`src/rtl/rtmr_pkg.sv`:
```
package rtmr_pkg;

    localparam int DATA_W = 32;
    localparam int ADDR_W = 4;

    localparam int BIT_RUN      = 7;
    localparam int BIT_PERIODIC = 6;
    localparam int BIT_FAST     = 3;

    typedef enum logic [1:0] {
        REG_RELOAD = 2'd0,
        REG_COUNT  = 2'd1,
        REG_CTRL   = 2'd2,
        REG_ACK    = 2'd3
    } reg_sel_e;

    typedef struct packed {
        logic run;
        logic periodic;
        logic fast_sel;
    } ctrl_t;

    function automatic ctrl_t ctrl_unpack(input logic [DATA_W-1:0] w);
        ctrl_t c;
        c.run      = w[BIT_RUN];
        c.periodic = w[BIT_PERIODIC];
        c.fast_sel = w[BIT_FAST];
        return c;
    endfunction

    function automatic logic [DATA_W-1:0] ctrl_pack(input ctrl_t c);
        logic [DATA_W-1:0] w;
        w = '0;
        w[BIT_RUN]      = c.run;
        w[BIT_PERIODIC] = c.periodic;
        w[BIT_FAST]     = c.fast_sel;
        return w;
    endfunction

    function automatic reg_sel_e reg_decode(input logic [ADDR_W-1:0] a);
        return reg_sel_e'(a[3:2]);
    endfunction

endpackage

```
`src/rtl/rtmr_regs.sv`:
```
module rtmr_regs
    import rtmr_pkg::*;
#(
    parameter int CNT_W = 32
) (
    input  logic              clk,
    input  logic              rst,
    input  logic              bus_sel,
    input  logic              bus_wr,
    input  logic [ADDR_W-1:0] bus_addr,
    input  logic [DATA_W-1:0] bus_wdata,
    input  logic [CNT_W-1:0]  count,
    output logic [DATA_W-1:0] bus_rdata,
    output logic [CNT_W-1:0]  reload,
    output ctrl_t             ctrl,
    output logic              reload_wr,
    output logic              ack_wr
);

    reg_sel_e          sel;
    logic              wr_en;
    logic [DATA_W-1:0] reload_ext;
    logic [DATA_W-1:0] count_ext;

    assign sel       = reg_decode(bus_addr);
    assign wr_en     = bus_sel && bus_wr;
    assign reload_wr = wr_en && (sel == REG_RELOAD);
    assign ack_wr    = wr_en && (sel == REG_ACK);

    always_ff @(posedge clk) begin
        if (rst) begin
            reload <= '0;
            ctrl   <= '0;
        end else begin
            if (reload_wr)
                reload <= bus_wdata[CNT_W-1:0];
            if (wr_en && (sel == REG_CTRL))
                ctrl <= ctrl_unpack(bus_wdata);
        end
    end

    generate
        if (CNT_W < DATA_W) begin : g_pad
            assign reload_ext = {{(DATA_W-CNT_W){1'b0}}, reload};
            assign count_ext  = {{(DATA_W-CNT_W){1'b0}}, count};
        end else begin : g_full
            assign reload_ext = reload;
            assign count_ext  = count;
        end
    endgenerate

    always_comb begin
        unique case (sel)
            REG_RELOAD: bus_rdata = reload_ext;
            REG_COUNT:  bus_rdata = count_ext;
            REG_CTRL:   bus_rdata = ctrl_pack(ctrl);
            default:    bus_rdata = '0;
        endcase
    end

endmodule

```
`src/rtl/rtmr_count.sv`:
```
module rtmr_count
    import rtmr_pkg::*;
#(
    parameter int CNT_W = 32
) (
    input  logic             clk,
    input  logic             rst,
    input  ctrl_t            ctrl,
    input  logic             tick_fast,
    input  logic             tick_slow,
    input  logic             reload_wr,
    input  logic [CNT_W-1:0] reload_data,
    input  logic [CNT_W-1:0] reload,
    output logic [CNT_W-1:0] count,
    output logic             underflow
);

    localparam logic [CNT_W-1:0] ALL_ONES = '1;

    logic step;
    logic at_zero;

    assign step      = ctrl.run && (ctrl.fast_sel ? tick_fast : tick_slow);
    assign at_zero   = (count == '0);
    assign underflow = step && at_zero && !reload_wr;

    always_ff @(posedge clk) begin
        if (rst)
            count <= '0;
        else if (reload_wr)
            count <= reload_data;
        else if (underflow)
            count <= ctrl.periodic ? reload : ALL_ONES;
        else if (step)
            count <= count - 1'b1;
    end

endmodule

```
`src/rtl/rtmr_irq.sv`:
```
module rtmr_irq (
    input  logic clk,
    input  logic rst,
    input  logic set,
    input  logic clr,
    output logic flag
);

    always_ff @(posedge clk) begin
        if (rst)
            flag <= 1'b0;
        else if (set)
            flag <= 1'b1;
        else if (clr)
            flag <= 1'b0;
    end

endmodule

```
`src/rtl/reload_timer.sv`:
```
module reload_timer
    import rtmr_pkg::*;
#(
    parameter int CNT_W = 32
) (
    input  logic              clk,
    input  logic              rst,
    input  logic              bus_sel,
    input  logic              bus_wr,
    input  logic [ADDR_W-1:0] bus_addr,
    input  logic [DATA_W-1:0] bus_wdata,
    output logic [DATA_W-1:0] bus_rdata,
    input  logic              tick_fast,
    input  logic              tick_slow,
    output logic              irq
);

    logic [CNT_W-1:0] count_q;
    logic [CNT_W-1:0] load_q;
    ctrl_t            ctl_q;
    logic             ld_wr;
    logic             ack;
    logic             uflow;

    rtmr_regs #(.CNT_W(CNT_W)) u_regs (
        .clk       (clk),
        .rst       (rst),
        .bus_sel   (bus_sel),
        .bus_wr    (bus_wr),
        .bus_addr  (bus_addr),
        .bus_wdata (bus_wdata),
        .count     (count_q),
        .bus_rdata (bus_rdata),
        .reload    (load_q),
        .ctrl      (ctl_q),
        .reload_wr (ld_wr),
        .ack_wr    (ack)
    );

    rtmr_count #(.CNT_W(CNT_W)) u_count (
        .clk         (clk),
        .rst         (rst),
        .ctrl        (ctl_q),
        .tick_fast   (tick_fast),
        .tick_slow   (tick_slow),
        .reload_wr   (ld_wr),
        .reload_data (bus_wdata[CNT_W-1:0]),
        .reload      (load_q),
        .count       (count_q),
        .underflow   (uflow)
    );

    rtmr_irq u_irq (
        .clk  (clk),
        .rst  (rst),
        .set  (uflow),
        .clr  (ack),
        .flag (irq)
    );

endmodule

```
`config.mk`:
```
export PLATFORM = sky130hd
export DESIGN_NAME = reload_timer
export DESIGN_NICKNAME = d
export VERILOG_FILES = /design/src/rtl/rtmr_pkg.sv /design/src/rtl/rtmr_regs.sv /design/src/rtl/rtmr_count.sv /design/src/rtl/rtmr_irq.sv /design/src/rtl/reload_timer.sv
export SDC_FILE = /design/constraint.sdc
export NUM_CORES = 1
export LEC_CHECK = 0
export ABC_AREA = 1
export ABC_CLOCK_PERIOD_IN_PS = 3000
export BUFFER_PORTS_ARGS = -buffer_cell sky130_fd_sc_hd__buf_2
export CORE_ASPECT_RATIO = 0.7
export CORE_MARGIN = 8
export CORE_UTILIZATION = 60
export DETAILED_ROUTE_END_ITERATION = 10
export PLACE_DENSITY = 0.91
export SLEW_MARGIN = 20
export SYNTH_ARGS = -nofsm -noshare
export SYNTH_HDL_FRONTEND = slang
export SYNTH_HIERARCHICAL = 1
export SYNTH_SLANG_ARGS = --single-unit
```
`constraint.sdc`:
```
create_clock -name clk -period 3 [get_ports clk]
set_clock_uncertainty 0.2 [all_clocks]
set_input_delay 0.45 -clock clk [delete_from_list [all_inputs] [get_ports clk]]
set_output_delay 0.45 -clock clk [all_outputs]
set_load 0.02 [all_outputs]
```
[Word level (Yosys, flattened, before mapping)]
Cells that the tools add are included.
Widths: inputs -> output; s select.
Storage, ports and cells
  bits in registers: 68
  input bits: 42
  output and inout bits: 33
  logic and storage cells: 30
Operators by class
  add/subtract/negate cells: 1
  equal/unequal tests: 3
  muxes and demuxes: 8
  reductions and logical operators: 12
Operators with widths (count)
  $mux 32: 4
  $pmux 32 s3: 1
  $logic_not 32->1: 1
  $sub 32x1->32 const B: 1
  $logic_and 1x1->1: 7
  $eq 2x2->1 const B: 2
  $mux 1: 3
  $reduce_bool 3->1: 1
  $eq 2x1->1 const B: 1
  $logic_not 2->1: 1
  $reduce_bool 2->1: 1
  $logic_not 1->1: 1

[Depth between registers and ports, before layout]
  word-level depth: 6
  depth in mapped cells: 15
  mapped depth without buffers: 13

[Cells and area by module]
The synthesis kept the hierarchy.
By module, submodules not included
  rtmr_count: times used 1, cells an instance 511, area an instance 3037.9 um^2
  rtmr_regs: times used 1, cells an instance 337, area an instance 2077.0 um^2
  rtmr_irq: times used 1, cells an instance 5, area an instance 40.0 um^2

[Worst setup path after synthesis]
No wires, ideal clock.
  kind: input -> register
  start: in bus_addr[2]
  end: reg u_count.count[18]
  arrival: 1.852 ns
  required time: 2.668 ns
  setup slack: 0.816 ns
  cell stages on the path: 14
  path buffers: 3
  cells stage by stage: inv_2 -> nand2_2 -> nor2_8 -> buf_8 -> buf_6 -> clkinv_2 -> nand3_1 -> nor3_4 -> buf_4 -> nand3_1 -> nand2_1 -> nand2_1 -> nand2_1 -> a21oi_1
Between the ends
  word-level cells in the longest chain between the ends: 6
RTL lines
  start: declaration: line reload_timer.sv:10  | input logic [ADDR_W-1:0] bus_addr,
  $logic_not 2->1 (*): line rtmr_regs.sv:27  | assign reload_wr = wr_en && (sel == REG_RELOAD);
  $logic_and 1x1->1 (*): line rtmr_regs.sv:27
  named net ld_wr: line reload_timer.sv:21  | logic ld_wr;
  $logic_not 1->1: line rtmr_count.sv:25  | assign underflow = step && at_zero && !reload_wr;
  $logic_and 1x1->1: line rtmr_count.sv:25
  $mux 32: line rtmr_count.sv:32  | else if (underflow)
  $mux 32: line rtmr_count.sv:30  | else if (reload_wr)
  end signal: assignment: line rtmr_count.sv:31  | count <= reload_data;
  end signal: assignment: line rtmr_count.sv:33  | count <= ctrl.periodic ? reload : ALL_ONES;
  end signal: assignment: line rtmr_count.sv:35  | count <= count - 1'b1;
  end: declaration: line rtmr_count.sv:14  | output logic [CNT_W-1:0] count,
Mark *: on every way through the listed nets, which the timed path passes. The rest lies on a longest branch.
A chain may end at the register's enable or synchronous reset.

[Worst setup path in the final report]
  start: reg u_count.count[0]
  end: reg u_count.count[25]
Between the ends
  word-level cells in the longest chain between the ends: 5
RTL lines
  branches (longest 5 deep; another with $sub 32x1->32)
Several ways; the timed one is not identified. The select of a mux whose other input is x is not followed.

==> results.rst <==
.. list-table::
   :header-rows: 1

   * - Metric
     - Value
   * - Critical Path Sink Type
     - register
   * - Detail Route Antenna Nets
     - 0
   * - Sw frac
     - 35.5%
   * - Share of the core filled with cells in the final layout
     - 68.6%
   * - Hold WS
     - 225 ps
   * - Fraction of synthesized cell area taken by the top area cell type
     - 26.4%
   * - Depth of the CTS H-tree
     - 3
   * - Total of endpoints with negative setup slack in the final report
     - 0
   * - Share of final-layout standard cells stronger than drive strength 1
     - 22.0%
   * - Final nets
     - 949
   * - Total of warnings raised by yosys
     - 6
   * - FFs w/ async S/R, synth
     - 0%
   * - Unrepaired setup endpoints after global routing
     - false
   * - Maximum root-to-sink buffer count
     - 2
   * - Transition time at the pin with the least slew margin
     - a little over 1000 ps
   * - Crit Path Category
     - reg2reg
   * - Io pins
     - 75
   * - Combinational cell fraction of total power
     - 31.1%
   * - Aggregate global-route resource usage
     - 26.0%
   * - Post-DP HPWL
     - approximately 10000 µm
   * - End of the worst register-to-register path
     - u_count/count[25]$_SDFFE_PP0P_
   * - Cell count of the worst reg-to-reg path
     - 11
   * - Post-CTS sizing
     - 0
   * - Core area
     - roughly 0.0084 mm²
   * - Largest fanout on the critical path
     - 15
   * - # Post-CTS Setup Buffers
     - 0
   * - Gate count after technology mapping
     - roughly 850
   * - Startpoint types
     - register
   * - Post-synthesis cell type count
     - 41
   * - FILL cells
     - 763
   * - Clock insertion delay at the later pin of the skew report
     - 350 ps
   * - Largest vdd supply drop
     - 411 µV
   * - Startpoint of the worst register-to-register path
     - u_count/count[0]$_SDFFE_PP0P_
   * - Horizontal extent of the die
     - 127 µm
   * - Number of buffers created by CTS
     - 9
   * - Critical hold path startpoint
     - bus_wdata[5]
   * - Final RePlAce weighted congestion
     - 1.00
   * - Leading cell type by number of instances after synthesis
     - sky130_fd_sc_hd__nand2_1
   * - Number of maximum-capacitance violations
     - 0
   * - Starting Density
     - 61.3%
   * - Cell Area, Synth
     - 0.00515 mm²
   * - Cell type contributing the most total cell area after synthesis
     - sky130_fd_sc_hd__dfxtp_1
   * - Floorplan die height
     - just over 90 µm
   * - Static power due to leakage
     - 3.05 nW
   * - Number of synthesized flops with an enable pin
     - 0
   * - Required time of the worst setup path
     - 3040 ps
   * - Status
     - completed
   * - Setup TNS Final
     - 0 ps
   * - Clock sink count
     - 68
   * - Area grow syn2layout
     - 11.8%
   * - Area of the die
     - between 0.01 and 0.015 mm²
   * - Number of vias after detailed routing
     - about 5700
   * - Ratio of final minimum period to clock period
     - between 70% and 80%
   * - Internal portion of total power
     - 1.85 mW
   * - Largest net degree at the start of global routing
     - 65
   * - Syn_area_per_cell
     - 6.04 µm²
   * - Number of diodes
     - 0
   * - Number of placement rows
     - 28
   * - Most common flop cell mapped by yosys
     - sky130_fd_sc_hd__dfxtp_1
   * - Power per standard cell area
     - 498 mW/mm²
   * - Top cells by count, synth
     - 270 x sky130_fd_sc_hd__nand2_1, 126 x sky130_fd_sc_hd__nor2_1, 80 x sky130_fd_sc_hd__nand3_1
   * - Post-layout minimum cycle time
     - 2340 ps
   * - Net switching power
     - 1.02 mW
   * - Root cell of the clock tree
     - sky130_fd_sc_hd__clkbuf_16
   * - Number of DRC markers in iteration 0
     - 588
   * - Dominant cells by area after synthesis
     - sky130_fd_sc_hd__dfxtp_1 26%, sky130_fd_sc_hd__nand2_1 20%, sky130_fd_sc_hd__nor2_1 9.2%
   * - Total of buffers placed on input and output ports
     - 72
   * - HP Class
     - in2reg
   * - Clk network pwr share
     - 34.2%
   * - Sequential group share of total power
     - between 30% and 40%
   * - Count of endpoints failing hold in the final timing report
     - 0
   * - Wire length of the first global-routing pass
     - 25300 µm
   * - Pins Over Slew Limit
     - 0
   * - Max Clk Rate
     - between 400 and 500 MHz
   * - Worst Hold Path EP
     - u_count/count[5]$_SDFFE_PP0P_
   * - Count of unresolved DRC violations after routing
     - 0
   * - Post-detailed-route via-to-cell ratio
     - 5.63
   * - GR Overflow Total
     - 0
   * - Worst slew margin
     - 31.6%
   * - Antenna violations before repair
     - 0
   * - Proportion of synthesized chip area in sequential cells
     - 26.4%
   * - Detailed Route WL
     - 15100 µm
   * - Multi-input logic area
     - 0.00323 mm²
   * - Signal arrival time at the worst endpoint
     - around 2400 ps
   * - Per-cell routed wire length
     - approximately 15 µm
   * - Number of global-route vias before repair
     - 5169
   * - Clock tree from TritonCTS
     - yes
   * - Syn nets
     - about 900
   * - Setup slack on the worst flop-to-flop path
     - 660 ps
   * - Number of iterations in the first detailed-routing pass
     - 6
   * - FF/Latch Area
     - ~0.0014 mm²
   * - Clock slew seen by the registers of the worst setup and hold paths
     - around 50 ps
   * - Total power of the final layout
     - 2.87 mW
   * - Number of cells traversed by the worst hold path
     - 3
   * - Number of buffers inserted for hold repair after clock tree synthesis
     - 0
   * - Count of state elements after synthesis
     - 68
==> how the worst max path moves through the flow <==
stage                                  startpoint                             end  slack [ps]  cells after the start
floorplan                             bus_addr[2]  u_count/count[18]$_SDFFE_PP0P_         820                     14
global placement                      bus_addr[2]  u_count/count[25]$_SDFFE_PP0P_         650                     13
detailed placement                    bus_addr[2]  u_count/count[25]$_SDFFE_PP0P_         590                     13
CTS                 u_count/count[0]$_SDFFE_PP0P_  u_count/count[25]$_SDFFE_PP0P_         720                     11
global route        u_count/count[0]$_SDFFE_PP0P_  u_count/count[25]$_SDFFE_PP0P_         550                     11
finish              u_count/count[0]$_SDFFE_PP0P_  u_count/count[25]$_SDFFE_PP0P_         660                     11
==> kinds of logic (layout without fill, tap and decap cells) <==
logic type      after synthesis  after routing  synth area share, %
simple gates                579            579                 52.0
flops                        68             68                 26.4
buf+inv                     122            179                 10.9
fa+ha+maj                     1              1                0.243
xor+xnor                     16             16                 2.72
compound gates               67             67                 7.72
==> layout by cell type (no fill, tap or decap), types with 3 or more instances in the layout <==
| master | n |
|---|---|
| sky130_fd_sc_hd__xor2_1 | 7 |
| sky130_fd_sc_hd__or2_2 | 14 |
| sky130_fd_sc_hd__clkinv_2 | 4 |
| sky130_fd_sc_hd__o21ai_0 | 15 |
| sky130_fd_sc_hd__clkbuf_16 | 9 |
| sky130_fd_sc_hd__nor2_4 | 8 |
| sky130_fd_sc_hd__buf_4 | 8 |
| sky130_fd_sc_hd__nor2_2 | 48 |
| sky130_fd_sc_hd__nor2_1 | 126 |
| sky130_fd_sc_hd__buf_2 | 72 |
| sky130_fd_sc_hd__nand3_1 | 80 |
| sky130_fd_sc_hd__inv_2 | 8 |
| sky130_fd_sc_hd__nand3_4 | 3 |
| sky130_fd_sc_hd__nand2_2 | 6 |
| sky130_fd_sc_hd__nand2_1 | 270 |
| sky130_fd_sc_hd__o221ai_1 | 7 |
| sky130_fd_sc_hd__dfxtp_1 | 68 |
| sky130_fd_sc_hd__nor2_8 | 3 |
| sky130_fd_sc_hd__inv_1 | 71 |
| sky130_fd_sc_hd__nand4_1 | 8 |
| sky130_fd_sc_hd__nor3_1 | 3 |
| sky130_fd_sc_hd__a21oi_1 | 30 |
| sky130_fd_sc_hd__nand3_2 | 3 |
| sky130_fd_sc_hd__a21oi_2 | 3 |
| sky130_fd_sc_hd__o21ai_1 | 6 |
| sky130_fd_sc_hd__xnor2_1 | 9 |
==> sequential cells by signal (all words and copies together), names as in the netlist <==
name,count
u_count/count,32
u_regs/reload,32
u_irq/flag,1
u_regs/ctrl,3
==> final cells by class <==
type	instances	share of cell area, %
Clock buffer	13	4.51
Clock inverter	2	0.174
Inverter	82	5.38
Multi-Input combinational cell	663	56.0
Sequential cell	68	23.6
Tap cell	105	2.28
Timing Repair Buffer	82	7.99
==> per-layer routing <==
metal	wire [µm]	part of all wire [%]	up-vias	track usage (%)
met5	0	0	-	0
met4	237	1.6	0	8.97
met3	1370	9.1	26	5.51
met2	6500	43	289	39.8
met1	7020	46	2635	35.6
li1	-	-	2762	-
==> metrics by stage <==
step | instances | setup WS, ps | cell area [µm²]
global route | 1015 | 551 | 5760
finish | 1015 | 661 | 5760
floorplan | 853 | 816 | 5150
CTS | 1015 | 724 | 5760
detailed placement | 1000 | 585 | 5490
global placement | 1000 | 654 | 5490
==> power by group through the flow <==
| stage | clock (mW) | sequential (mW) | combinational [mW] |
|---|---|---|---|
| 3_3_place_gp | 0 | 1.01 | 0.853 |
| 4_1_cts | 0.992 | 0.994 | 0.876 |
| 6_report | 0.983 | 0.996 | 0.894 |
| 5_1_grt | 1.04 | 1.00 | 0.985 |
| 2_1_floorplan | 0 | 0.998 | 0.693 |
| 3_5_place_dp | 0 | 1.01 | 0.867 |
==> critical path, stage by stage (launching register included) <==
cell and delay (ps):
sky130_fd_sc_hd__dfxtp_1 320, sky130_fd_sc_hd__inv_1 120, sky130_fd_sc_hd__ha_1 310, sky130_fd_sc_hd__nand2_4 110, sky130_fd_sc_hd__nor2_8 190, sky130_fd_sc_hd__nand3_4 120, sky130_fd_sc_hd__nor2_8 230, sky130_fd_sc_hd__nand2_4 210
sky130_fd_sc_hd__inv_1 140, sky130_fd_sc_hd__a21oi_1 80, sky130_fd_sc_hd__o21bai_1 160, sky130_fd_sc_hd__inv_1 50
No activity file was read; power rests on OpenSTA's default activity.
